### config.mk
export PLATFORM = sky130hd
export DESIGN_NAME = mvl_cal_ctrl
export DESIGN_NICKNAME = d
export VERILOG_FILES = /design/src/rtl/mvl_cal_pkg.sv /design/src/rtl/mvl_ramp_seq.sv /design/src/rtl/mvl_edge_bank.sv /design/src/rtl/mvl_sym_map.sv /design/src/rtl/mvl_cal_ctrl.sv
export SDC_FILE = /design/constraint.sdc
export NUM_CORES = 1
export LEC_CHECK = 0
export BUFFER_PORTS_ARGS = -buffer_cell sky130_fd_sc_hd__buf_2
export CORE_MARGIN = 2
export CORE_UTILIZATION = 56
export CTS_CLUSTER_DIAMETER = 100
export CTS_CLUSTER_SIZE = 40
export DETAILED_ROUTE_END_ITERATION = 10
export HOLD_SLACK_MARGIN = 0.03
export PLACE_DENSITY = 0.76
export SETUP_SLACK_MARGIN = 0.2
export SLEW_MARGIN = 5
export SYNTH_ARGS = -nofsm -noshare
export SYNTH_HDL_FRONTEND = slang
export SYNTH_SLANG_ARGS = --single-unit
### constraint.sdc
create_clock -name clk -period 3 [get_ports clk]
set_input_delay 0.75 -clock clk [delete_from_list [all_inputs] [get_ports clk]]
set_output_delay 0.75 -clock clk [all_outputs]
set_load 0.05 [all_outputs]
### src/rtl/mvl_cal_pkg.sv
package mvl_cal_pkg;
  // smallest settle interval that hides one cycle of ADC latency
  localparam int unsigned MIN_SETTLE = 2;

  typedef enum logic {
    SEQ_IDLE = 1'b0,
    SEQ_RAMP = 1'b1
  } seq_state_e;
endpackage

### src/rtl/mvl_ramp_seq.sv
module mvl_ramp_seq
  import mvl_cal_pkg::*;
#(
  parameter int DAC_W = 8,
  parameter int CNT_W = 8
) (
  input  logic             clk,
  input  logic             rst_n,
  input  logic             start,
  input  logic [CNT_W-1:0] settle,
  output logic             busy,
  output logic [DAC_W-1:0] ramp,
  output logic             smp,
  output logic             last
);
  localparam logic [DAC_W-1:0] RAMP_TOP = {DAC_W{1'b1}};
  localparam logic [CNT_W-1:0] SETTLE_LO = CNT_W'(MIN_SETTLE);

  seq_state_e       state;
  logic [CNT_W-1:0] dwell;
  logic [CNT_W-1:0] limit;

  assign busy = (state == SEQ_RAMP);
  assign smp  = busy && (dwell == limit - 1'b1);
  assign last = smp && (ramp == RAMP_TOP);

  always_ff @(posedge clk or negedge rst_n) begin
    if (!rst_n) begin
      state <= SEQ_IDLE;
      ramp  <= '0;
      dwell <= '0;
      limit <= SETTLE_LO;
    end else if (start) begin
      state <= SEQ_RAMP;
      ramp  <= '0;
      dwell <= '0;
      limit <= (settle < SETTLE_LO) ? SETTLE_LO : settle;
    end else if (busy) begin
      if (smp) begin
        dwell <= '0;
        if (ramp == RAMP_TOP) state <= SEQ_IDLE;
        else                  ramp  <= ramp + 1'b1;
      end else begin
        dwell <= dwell + 1'b1;
      end
    end
  end
endmodule

### src/rtl/mvl_edge_bank.sv
module mvl_edge_bank #(
  parameter int SYM_W = 4,
  parameter int DAC_W = 8,
  localparam int NMID = (1 << SYM_W) - 2
) (
  input  logic                       clk,
  input  logic                       rst_n,
  input  logic                       start,
  input  logic                       smp,
  input  logic                       last,
  input  logic [DAC_W-1:0]           ramp,
  input  logic [SYM_W-1:0]           adc,
  output logic [NMID-1:0][DAC_W-1:0] lvl,
  output logic                       done,
  output logic                       err
);
  localparam logic [SYM_W-1:0] TOP_BIN = {SYM_W{1'b1}};

  logic [SYM_W-1:0] cur_bin;
  logic [DAC_W-1:0] edge_prev;
  logic             skip;

  logic [SYM_W:0]   up_bin;
  logic             step;
  logic             jump;
  logic [SYM_W-1:0] nxt_bin;
  logic             nxt_skip;
  logic             wr_en;
  logic [SYM_W-1:0] wr_idx;
  logic [DAC_W:0]   pair_sum;
  logic [DAC_W-1:0] mid;

  always_comb begin
    up_bin   = {1'b0, cur_bin} + 1'b1;
    step     = smp && ({1'b0, adc} == up_bin);
    jump     = smp && ({1'b0, adc} >  up_bin);
    nxt_bin  = step ? adc : cur_bin;
    nxt_skip = skip | jump;
    wr_en    = step && (cur_bin != '0);
    wr_idx   = cur_bin - 1'b1;
    pair_sum = {1'b0, edge_prev} + {1'b0, ramp};
    mid      = pair_sum[DAC_W:1];
  end

  always_ff @(posedge clk or negedge rst_n) begin
    if (!rst_n) begin
      cur_bin   <= '0;
      edge_prev <= '0;
      skip      <= 1'b0;
      done      <= 1'b0;
      err       <= 1'b0;
    end else if (start) begin
      cur_bin   <= '0;
      edge_prev <= '0;
      skip      <= 1'b0;
      done      <= 1'b0;
      err       <= 1'b0;
    end else begin
      cur_bin <= nxt_bin;
      skip    <= nxt_skip;
      if (step) edge_prev <= ramp;
      if (last) begin
        done <= !nxt_skip && (nxt_bin == TOP_BIN);
        err  <=  nxt_skip || (nxt_bin != TOP_BIN);
      end
    end
  end

  for (genvar i = 0; i < NMID; i++) begin : g_lvl
    logic [DAC_W-1:0] code_q;
    always_ff @(posedge clk or negedge rst_n) begin
      if (!rst_n)                                code_q <= '0;
      else if (wr_en && (wr_idx == SYM_W'(i)))   code_q <= mid;
    end
    assign lvl[i] = code_q;
  end
endmodule

### src/rtl/mvl_sym_map.sv
module mvl_sym_map #(
  parameter int SYM_W = 4,
  parameter int DAC_W = 8,
  localparam int NMID = (1 << SYM_W) - 2
) (
  input  logic                       clk,
  input  logic                       rst_n,
  input  logic                       tx_en,
  input  logic                       sym_valid,
  input  logic [SYM_W-1:0]           sym_data,
  input  logic [NMID-1:0][DAC_W-1:0] lvl,
  output logic                       sym_ready,
  output logic [DAC_W-1:0]           tx_code
);
  logic [DAC_W-1:0] map_code;
  logic [SYM_W-1:0] sel;

  assign sym_ready = tx_en;
  assign sel       = sym_data - 1'b1;

  always_comb begin
    if (sym_data == '0)                 map_code = '0;
    else if (sym_data == {SYM_W{1'b1}}) map_code = {DAC_W{1'b1}};
    else                                map_code = lvl[sel];
  end

  always_ff @(posedge clk or negedge rst_n) begin
    if (!rst_n)                      tx_code <= '0;
    else if (sym_valid && sym_ready) tx_code <= map_code;
  end
endmodule

### src/rtl/mvl_cal_ctrl.sv
module mvl_cal_ctrl #(
  parameter int SYM_W = 4,
  parameter int DAC_W = 8,
  parameter int CNT_W = 8
) (
  input  logic             clk,
  input  logic             rst_n,
  input  logic             cal_start,
  input  logic [CNT_W-1:0] settle_cycles,
  input  logic [SYM_W-1:0] adc_code,
  output logic             cal_done,
  output logic             cal_err,
  input  logic             sym_valid,
  output logic             sym_ready,
  input  logic [SYM_W-1:0] sym_data,
  output logic [DAC_W-1:0] dac_code
);
  localparam int NMID = (1 << SYM_W) - 2;

  logic                       busy;
  logic [DAC_W-1:0]           ramp;
  logic                       smp;
  logic                       last;
  logic [NMID-1:0][DAC_W-1:0] lvl;
  logic [DAC_W-1:0]           tx_code;

  mvl_ramp_seq #(.DAC_W(DAC_W), .CNT_W(CNT_W)) u_seq (
    .clk    (clk),
    .rst_n  (rst_n),
    .start  (cal_start),
    .settle (settle_cycles),
    .busy   (busy),
    .ramp   (ramp),
    .smp    (smp),
    .last   (last)
  );

  mvl_edge_bank #(.SYM_W(SYM_W), .DAC_W(DAC_W)) u_bank (
    .clk   (clk),
    .rst_n (rst_n),
    .start (cal_start),
    .smp   (smp),
    .last  (last),
    .ramp  (ramp),
    .adc   (adc_code),
    .lvl   (lvl),
    .done  (cal_done),
    .err   (cal_err)
  );

  mvl_sym_map #(.SYM_W(SYM_W), .DAC_W(DAC_W)) u_map (
    .clk       (clk),
    .rst_n     (rst_n),
    .tx_en     (cal_done && !busy),
    .sym_valid (sym_valid),
    .sym_data  (sym_data),
    .lvl       (lvl),
    .sym_ready (sym_ready),
    .tx_code   (tx_code)
  );

  assign dac_code = busy ? ramp : tx_code;
endmodule

==> summary.md, run 1 <==
| Metric | Value |
|---|---|
| Outcome | finished clean |
| FF-to-FF End | u_bank.g_lvl[5].code_q[1] |
| Fin. Hold Viols | 0 |
| Vias/cell | ~6.1 |
| Main synth FF type | dfrtp_1 |
| Setup TNS Final | 0 ps |
| Crit share post-route | 0.9862 |
| Area growth, synth to finish | 22.73% |
| Routed WL | 21050 µm |
| Cell area power density | 445.0 nW/µm² |
| PnR worst setup slack | 41.48 ps |
| YS warnings | 0 |
| Nets | 819 |
| Max-cap violations | 0 |
| Clock Power Share | 0.461 |
| Critical path arrival | 3270 ps |
| Slew HR | 0.1577 |
| Die Height | 126.5 µm |
| CTS Hold Bufs | 0 |
| Initial Util | 0.5757 |
| Critical Path Max Stage Delay | between 500 and 600 ps |
| Worst R2R Path Depth | 9 |
| Cells after synthesis | between 600 and 700 |
| Antenna cells | 0 |
| Placed Cells | 929 |
| Cell Int Power | 3.512 mW |
| Setup crit end | u_bank.g_lvl[5].code_q[1] |
| Die W | 126.5 µm |
| Switching Power | 1.075 mW |
| Syn Area/Cell | 12.07 µm² |
| Switching share of power | 0.2344 |
| Global-route wire length before repair | 33970 µm |
| GRT overflow | 0 |
| H-Tree Depth | 4 |
| CP startpoint | u_seq.limit[0] |
| Synth Area in Compound Gates | 0.06837 |
| Drt wl/cell | 21.71 µm |
| Vias in the first global route | 6155 |
| Setup-failing EPs final | 0 |
| TritonCTS Sinks | 160 |
| Setup WS pre-CTS | -119.3 ps |
| DRC Markers | 0 |
| Reg power frac | 0.478 |
| Post-synthesis adder-cell area fraction | 0.03516 |
| Core area | 14590 µm² |
| Worst hold-check path type | input pin to asynchronous set/reset pin |
| VDD IR-drop max | 487.0 µV |
| Crit-path cells | or4_4, or4b_1, o22ai_2, a21oi_2, or2_4, buf_12, nor3_4, buf_12, mux2_2 |
| 1st-iter DRT viols | 464 |
| Cell variety after synth | 57 |
| Pre-antenna DRT Iters | 5 |
| Multiplexer share of the synthesized area | 0.2491 |
| Slew Viols, Final | 0 |
| Comb pwr share | 0.062 |
| XOR/XNOR Fraction of Synth Area | 0.03128 |
| Post-route non-filler standard cell count | 970 |
| Clk buf depth | 2 |
| Row cnt | 44 |
| Fmax | about 340 MHz |
| Slowest CP cell | or4_4 |
| Most used cell, CP | buf_12 |
| Cell area after synthesis | between 8000 and 9000 µm² |
| Worst Tran Pin Value | 1255 ps |
| GP Congestion | 0.8733 |
| Crit path kind | flip-flop to flip-flop |
| Final Skew | roughly 12 ps |
| Leakage | 4.827 nW |
| Worst-path clk slew | approximately 60 ps |
| Clock insertion delay at the later pin of the skew report | 430 ps |
| Root buf cell | clkbuf_16 |
| Crit. End Element | flip-flop |
| Port Buffers | 30 |
| CTS buffer count | 17 |
| Detail Route Antenna Nets | 0 |
| GRT Util Overall | 0.2718 |
| Main combinational cell family by area after synthesis | multiplexers |
| Fillers | 924 |
| HPWL Detailed | 13340 µm |
| Ports | 31 |
| Ys async rst share | 1.000 |
| Min Tclk post-route | about 3000 ps |
| Largest net degree at the start of global routing | 67 |
| Syn Nets | 739 |
| Multi-input gate area | roughly 4500 µm² |
| Synthesis-stage register bit count | 160 |
| RR Startpoint | u_seq.limit[0] |
| Via count | 5918 |
| Crit path max fanout | 9 |
| Worst setup SP type | flip-flop |
| Post-Synth Simple-Gate Area | 0.1073 |
| RSZ-0062 raised after global routing | yes |
| FF/Latch Area | ~4000 µm² |
| Sequential area share after synthesis | 0.4768 |
| Share of layout cells above drive strength 1 | 0.3740 |
| Initial antenna violation count | 0 |
| R2R setup slack | 40 ps |
| EDFF count, synth | 0 |
| CTS tree | yes |
| Die ar. | 15990 µm² |
| Crit path required time | 3310 ps |
## layout by cell type, fill, tap and decap left out, types with 8 or more instances in the layout
cell type / synthesis / final
nand2_1: 52 / 52
xnor2_1: 17 / 17
buf_2: 2 / 29
mux4_2: 24 / 24
xor2_1: 13 / 12
a31oi_1: 8 / 8
clkbuf_16: 0 / 18
nand3_1: 10 / 10
a21oi_1: 34 / 31
nor2_1: 39 / 39
buf_12: 0 / 13
buf_4: 1 / 38
ha_1: 22 / 21
dfrtp_1: 159 / 159
mux2_4: 0 / 88
o21ai_0: 30 / 28
mux2_2: 112 / 24
nor3_4: 12 / 13
mux2i_1: 29 / 29
inv_1: 28 / 28
buf_6: 1 / 14
## power by group through the flow
| stage | clock [mW] | sequential, mW | combinational [mW] |
|---|---|---|---|
| global placement | 0 | 2.23 | 0.261 |
| CTS | 2.12 | 2.19 | 0.274 |
| finish | 2.11 | 2.19 | 0.282 |
| detailed placement | 0 | 2.23 | 0.270 |
| global route | 2.21 | 2.19 | 0.309 |
| floorplan | 0 | 2.23 | 0.147 |
## layer usage
| metal | global-route usage | vias to the layer above | routed length (µm) |
|---|---|---|---|
| met5 | 0 | - | 0 |
| met4 | 0.09438 | 0 | 554 |
| met3 | 0.05272 | 47 | 1074 |
| met2 | 0.4464 | 212 | 10350 |
| met1 | 0.3653 | 3013 | 9070 |
| li1 | - | 2646 | - |
## cells in the mapped netlist, types with 3 or more instances
| library cell | count | share of area |
|---|---|---|
| dfrtp_1 | 159 | 0.47 |
| clkbuf_1 | 23 | 0.010 |
| nor3_1 | 7 | 0.0042 |
| nor2_1 | 39 | 0.017 |
| a21o_1 | 4 | 0.0036 |
| buf_1 | 4 | 0.0018 |
| mux2_2 | 112 | 0.15 |
| mux2i_1 | 29 | 0.035 |
| xor2_1 | 13 | 0.014 |
| nor2b_1 | 6 | 0.0045 |
| nand2_1 | 52 | 0.023 |
| nor3_4 | 12 | 0.023 |
| a211oi_1 | 4 | 0.0036 |
| nand4_1 | 3 | 0.0022 |
| ha_1 | 22 | 0.033 |
| and3_1 | 3 | 0.0022 |
| o21ai_0 | 30 | 0.018 |
| a31oi_1 | 8 | 0.0060 |
| a21oi_1 | 34 | 0.020 |
| or4_1 | 4 | 0.0036 |
| nand3b_1 | 3 | 0.0027 |
| nand3_1 | 10 | 0.0060 |
| inv_1 | 28 | 0.013 |
| xnor2_1 | 17 | 0.018 |
| mux4_2 | 24 | 0.064 |
| nand2b_1 | 5 | 0.0037 |
## metrics by stage
stage / instance area [µm²] / hold WS [ps] / power, mW / utilization
floorplan: 8501 / 446.0 / 2.375 / -
global placement: 9253 / 475.5 / 2.489 / 0.6342
detailed placement: 9253 / 480.0 / 2.499 / 0.6342
CTS: 10040 / 307.8 / 4.581 / 0.6883
global route: 10310 / 333.4 / 4.712 / 0.7066
finish: 10310 / 295.8 / 4.587 / 0.7066
## worst max-delay path: cells and delay by family, from the launching register on
family / cells / cell delay [ps]
and+or+nand+nor: 4 / 1540
DFF: 1 / 390
muxes: 1 / 330
buffers and inverters: 2 / 320
AOI/OAI and AO/OA: 2 / 230
## kinds of logic after synthesis
group / count (synthesis)
multiplexers: 165
buffers and inverters: 62
adder cells (fa/ha/maj): 23
flip-flops: 160
AO/OA/AOI/OAI: 97
AND/OR/NAND/NOR: 159
XOR/XNOR: 30
## worst min path at each step
stage                     start  cells after the start  slack, ps                end
3_3_place_gp   u_map.tx_code[1]                      2        480   u_map.tx_code[1]
2_1_floorplan             rst_n                      0        450  u_bank.cur_bin[0]
6_report                  rst_n                      1        300  u_bank.cur_bin[2]
5_1_grt                   rst_n                      1        330  u_bank.cur_bin[2]
4_1_cts                   rst_n                      1        310  u_bank.cur_bin[2]
3_5_place_dp   u_map.tx_code[1]                      2        480   u_map.tx_code[1]
## sequential cells by signal (all words and copies together) (netlist names)
signal and cells:
u_bank.g_lvl.code_q 112, u_bank.edge_prev 8, u_map.tx_code 8, u_seq.dwell 8, u_seq.limit 8, u_seq.ramp 8, u_bank.cur_bin 4, u_bank.done 1
u_bank.err 1, u_bank.skip 1, u_seq.busy 1
## repair_timing
action                                  CTS  global route
buffers inserted                          5             6
cloned                                    0             1
pin swaps                                 2             3
endpoints found under the setup margin  116           136
resized for setup                        48            49
## area by class of cell
type,instances,share of cell area
inverter,28,0.01020
timing repair buffer,95,0.08472
sequential,160,0.3885
tap,184,0.02233
clock buffer,19,0.04297
clock inverter,10,0.01117
multi-input combinational,474,0.4401
(Power assumes the default switching activity.)
==> run 2: changes to the inputs <==
PLACE_DENSITY = 0.86   (was 0.76)
clock period = 2.68 ns   (was 3 ns; I/O delays follow)
==> summary.md, run 2 (synthesized netlist as in run 1, its figures left out) <==
| Metric | Value |
|---|---|
| Detail Route Antenna Nets | 0 (unchanged) |
| Drt wl/cell | 23.71 µm (was 21.71 µm) |
| RSZ-0062 raised after global routing | yes (unchanged) |
| Comb pwr share | 0.074 (was 0.062) |
| Vias in the first global route | 6691 (was 6155) |
| GRT overflow | 0 (unchanged) |
| Largest net degree at the start of global routing | 90 (was 67) |
| GP Congestion | 0.8667 (was 0.8733) |
| Commonest cells after routing, fill and taps aside | 158 x dfrtp_1, 95 x mux2_4, 59 x buf_4 (was 159 x dfrtp_1, 88 x mux2_4, 52 x nand2_1) |
| Slowest CP cell | or4_4 (unchanged) |
| Initial antenna violation count | 0 (unchanged) |
| Core area | 14590 µm² (unchanged) |
| Largest register FFs | 112 (unchanged) |
| Post-layout util | 0.7476 (was 0.7066) |
| TritonCTS Sinks | 160 (unchanged) |
| FF-to-FF End | u_bank.g_lvl[7].code_q[1] (was u_bank.g_lvl[5].code_q[1]) |
| Crit. End Element | flip-flop (unchanged) |
| Worst hold-check path type | input pin to flip-flop (was input pin to asynchronous set/reset pin) |
| Antenna cells | 0 (unchanged) |
| Critical path arrival | 3400 ps (was 3270 ps) |
| H-Tree Depth | 4 (unchanged) |
| Biggest register | u_bank.g_lvl.code_q (unchanged) |
| Initial Util | 0.5757 (unchanged) |
| Fillers | 786 (was 924) |
| PnR worst setup slack | -405.1 ps (was 41.48 ps) |
| RR Startpoint | u_seq.limit[3] (was u_seq.limit[0]) |
| Die Height | 126.5 µm (unchanged) |
| Min Tclk post-route | 3085 ps (was 2959 ps) |
| Routed WL | 23880 µm (was 21050 µm) |
| Worst path depth | 10 (was 9) |
| Vias/cell | 6.316 (was 6.101) |
| Crit path buffers/inverters | 3 (was 2) |
| Worst Tran Pin Value | 1211 ps (was 1255 ps) |
| Nets | 853 (was 819) |
| Crit-path cells | or4_4, or4b_4, o22ai_2, a21oi_2, or2_4, buf_6, buf_12, nor3_4, buf_6, mux2_2 (was or4_4, or4b_1, o22ai_2, a21oi_2, or2_4, buf_12, nor3_4, buf_12, mux2_2) |
| Placed cell area | 9503 µm² (was 9253 µm²) |
| Hold WS | 483.4 ps (was 295.8 ps) |
| Pre-antenna DRT Iters | 5 (unchanged) |
| Worst R2R Path Depth | 10 (was 9) |
| Ports | 31 (unchanged) |
| Row cnt | 44 (unchanged) |
| Crit path max fanout | 8 (was 9) |
| Setup WS pre-CTS | -410.4 ps (was -119.3 ps) |
| Crit path required time | 3000 ps (was 3310 ps) |
| Max-cap violations | 0 (unchanged) |
| Most used cell, CP | buf_6 (was buf_12) |
| Share of layout cells above drive strength 1 | 0.4362 (was 0.3740) |
| R2R setup slack | -410 ps (was 40 ps) |
| CTS buffer count | 17 (unchanged) |
| Worst hold start | settle_cycles[6] |
| Failing checks | setup timing |
| Final Skew | 9.338 ps (was 11.86 ps) |
| Critical Path Max Stage Delay | 560 ps (was 550 ps) |
| Clk buf depth | 2 (unchanged) |
| Area growth, synth to finish | 29.85% (was 22.73%) |
| Switching share of power | 0.2384 (was 0.2344) |
| CTS tree | yes (unchanged) |
| Slew HR | 0.1890 (was 0.1577) |
| Worst setup SP type | flip-flop (unchanged) |
| Slew Viols, Final | 0 (unchanged) |
| Crit share post-route | 1.151 (was 0.9862) |
| Final Cell Area | 10910 µm² (was 10310 µm²) |
| Hold endpoint | u_seq.limit[6] |
| 1st-iter DRT viols | 570 (was 464) |
| Root buf cell | clkbuf_16 (unchanged) |
| Number of cells on the worst hold path | 2 |
| HPWL Detailed | 13740 µm (was 13340 µm) |
| Fmax | 324.1 MHz (was 338.0 MHz) |
| CP delay by family, top | simple AND/OR/NAND/NOR gates (unchanged) |
| Global-route wire length before repair | 36980 µm (was 33970 µm) |
| DRC Markers | 0 (unchanged) |
| Fin. Hold Viols | 0 (unchanged) |
| Leakage | 5.122 nW (was 4.827 nW) |
| Setup TNS Final | -34080 ps (was 0 ps) |
| Reg power frac | 0.453 (was 0.478) |
| Setup-failing EPs final | 128 (was 0) |
| VDD IR-drop max | 525.7 µV (was 487.0 µV) |
| Crit path kind | flip-flop to flip-flop (unchanged) |
| Clock insertion delay at the later pin of the skew report | 440 ps (was 430 ps) |
| Worst-path clk slew | 60 ps (about the same) |
| GRT Util Overall | 0.3001 (was 0.2718) |
| Die W | 126.5 µm (unchanged) |
| Cell Int Power | 4.119 mW (was 3.512 mW) |
| Switching Power | 1.289 mW (was 1.075 mW) |
| Outcome | complete, but fails checks (was finished clean) |
| Port Buffers | 30 (unchanged) |
| Most common cell after layout, fill and taps aside | dfrtp_1 (unchanged) |
| Via count | 6360 (was 5918) |
| Die ar. | 15990 µm² (unchanged) |
| Cell area power density | 495.9 nW/µm² (was 445.0 nW/µm²) |
| Clock Power Share | 0.473 (was 0.461) |
## run 2: cell count changes in the layout (fill, tap and decap cells not counted), moves of 6 or more
cell / before / now
a21oi_1: 31 / 24
buf_6: 14 / 23
buf_4: 38 / 59
o21ai_0: 28 / 22
nand2_1: 52 / 44
nand2_2: 0 / 6
mux2_4: 88 / 95
a21oi_2: 3 / 10
mux2_2: 24 / 17
## run 2: worst max-delay path by stage
stage / endpoint / startpoint
6_report: u_bank.g_lvl[7].code_q[1] / u_seq.limit[3]
2_1_floorplan: u_bank.g_lvl[8].code_q[1] / u_seq.limit[2]
3_3_place_gp: u_bank.g_lvl[0].code_q[3] / u_seq.limit[0]
4_1_cts: u_bank.g_lvl[7].code_q[6] / u_seq.limit[0]
3_5_place_dp: u_bank.g_lvl[1].code_q[3] / u_seq.limit[1]
5_1_grt: u_bank.g_lvl[7].code_q[1] / u_seq.limit[3]
## run 2: per-stage QoR
step                total power, mW  instances
floorplan                     2.664        696
global placement              2.806        958
detailed placement            2.822        958
CTS                           5.369       1001
global route                  5.556       1007
finish                        5.408       1007
## run 2: layout make-up
class                   count  area, µm²  area share
multi-input cells         474       4757      0.4362
flip-flops and latches    160       4006      0.3673
repair buffers            129       1195      0.1096
clock buffers              20      456.7     0.04187
well taps                 184      230.2     0.02111
clock inverters            12      156.4     0.01434
inverters                  28      105.1    0.009636
## run 2: per-layer routing
| layer | wire length (µm) | GRT usage |
|---|---|---|
| met1 | 9612 | 0.3918 |
| met5 | 0 | 0 |
| met4 | 807 | 0.1248 |
| met2 | 12170 | 0.4967 |
| met3 | 1293 | 0.05652 |
## run 2: power groups by stage
| stage | sequential (mW) | combinational [mW] | clock (mW) |
|---|---|---|---|
| after floorplan | 2.49 | 0.170 | 0 |
| after global placement | 2.49 | 0.315 | 0 |
| after detailed placement | 2.49 | 0.330 | 0 |
| after CTS | 2.45 | 0.358 | 2.56 |
| after global routing | 2.45 | 0.429 | 2.68 |
| final | 2.45 | 0.400 | 2.56 |
## run 2: timing repair
action | in CTS | in global routing
hold buffers | 1 | 0
pin swaps | 17 | 22
cloned | 1 | 0
setup endpoints to repair | 143 | 144
resized for setup | 109 | 50
setup buffers | 9 | 6
hold endpoints to repair | 1 | 0
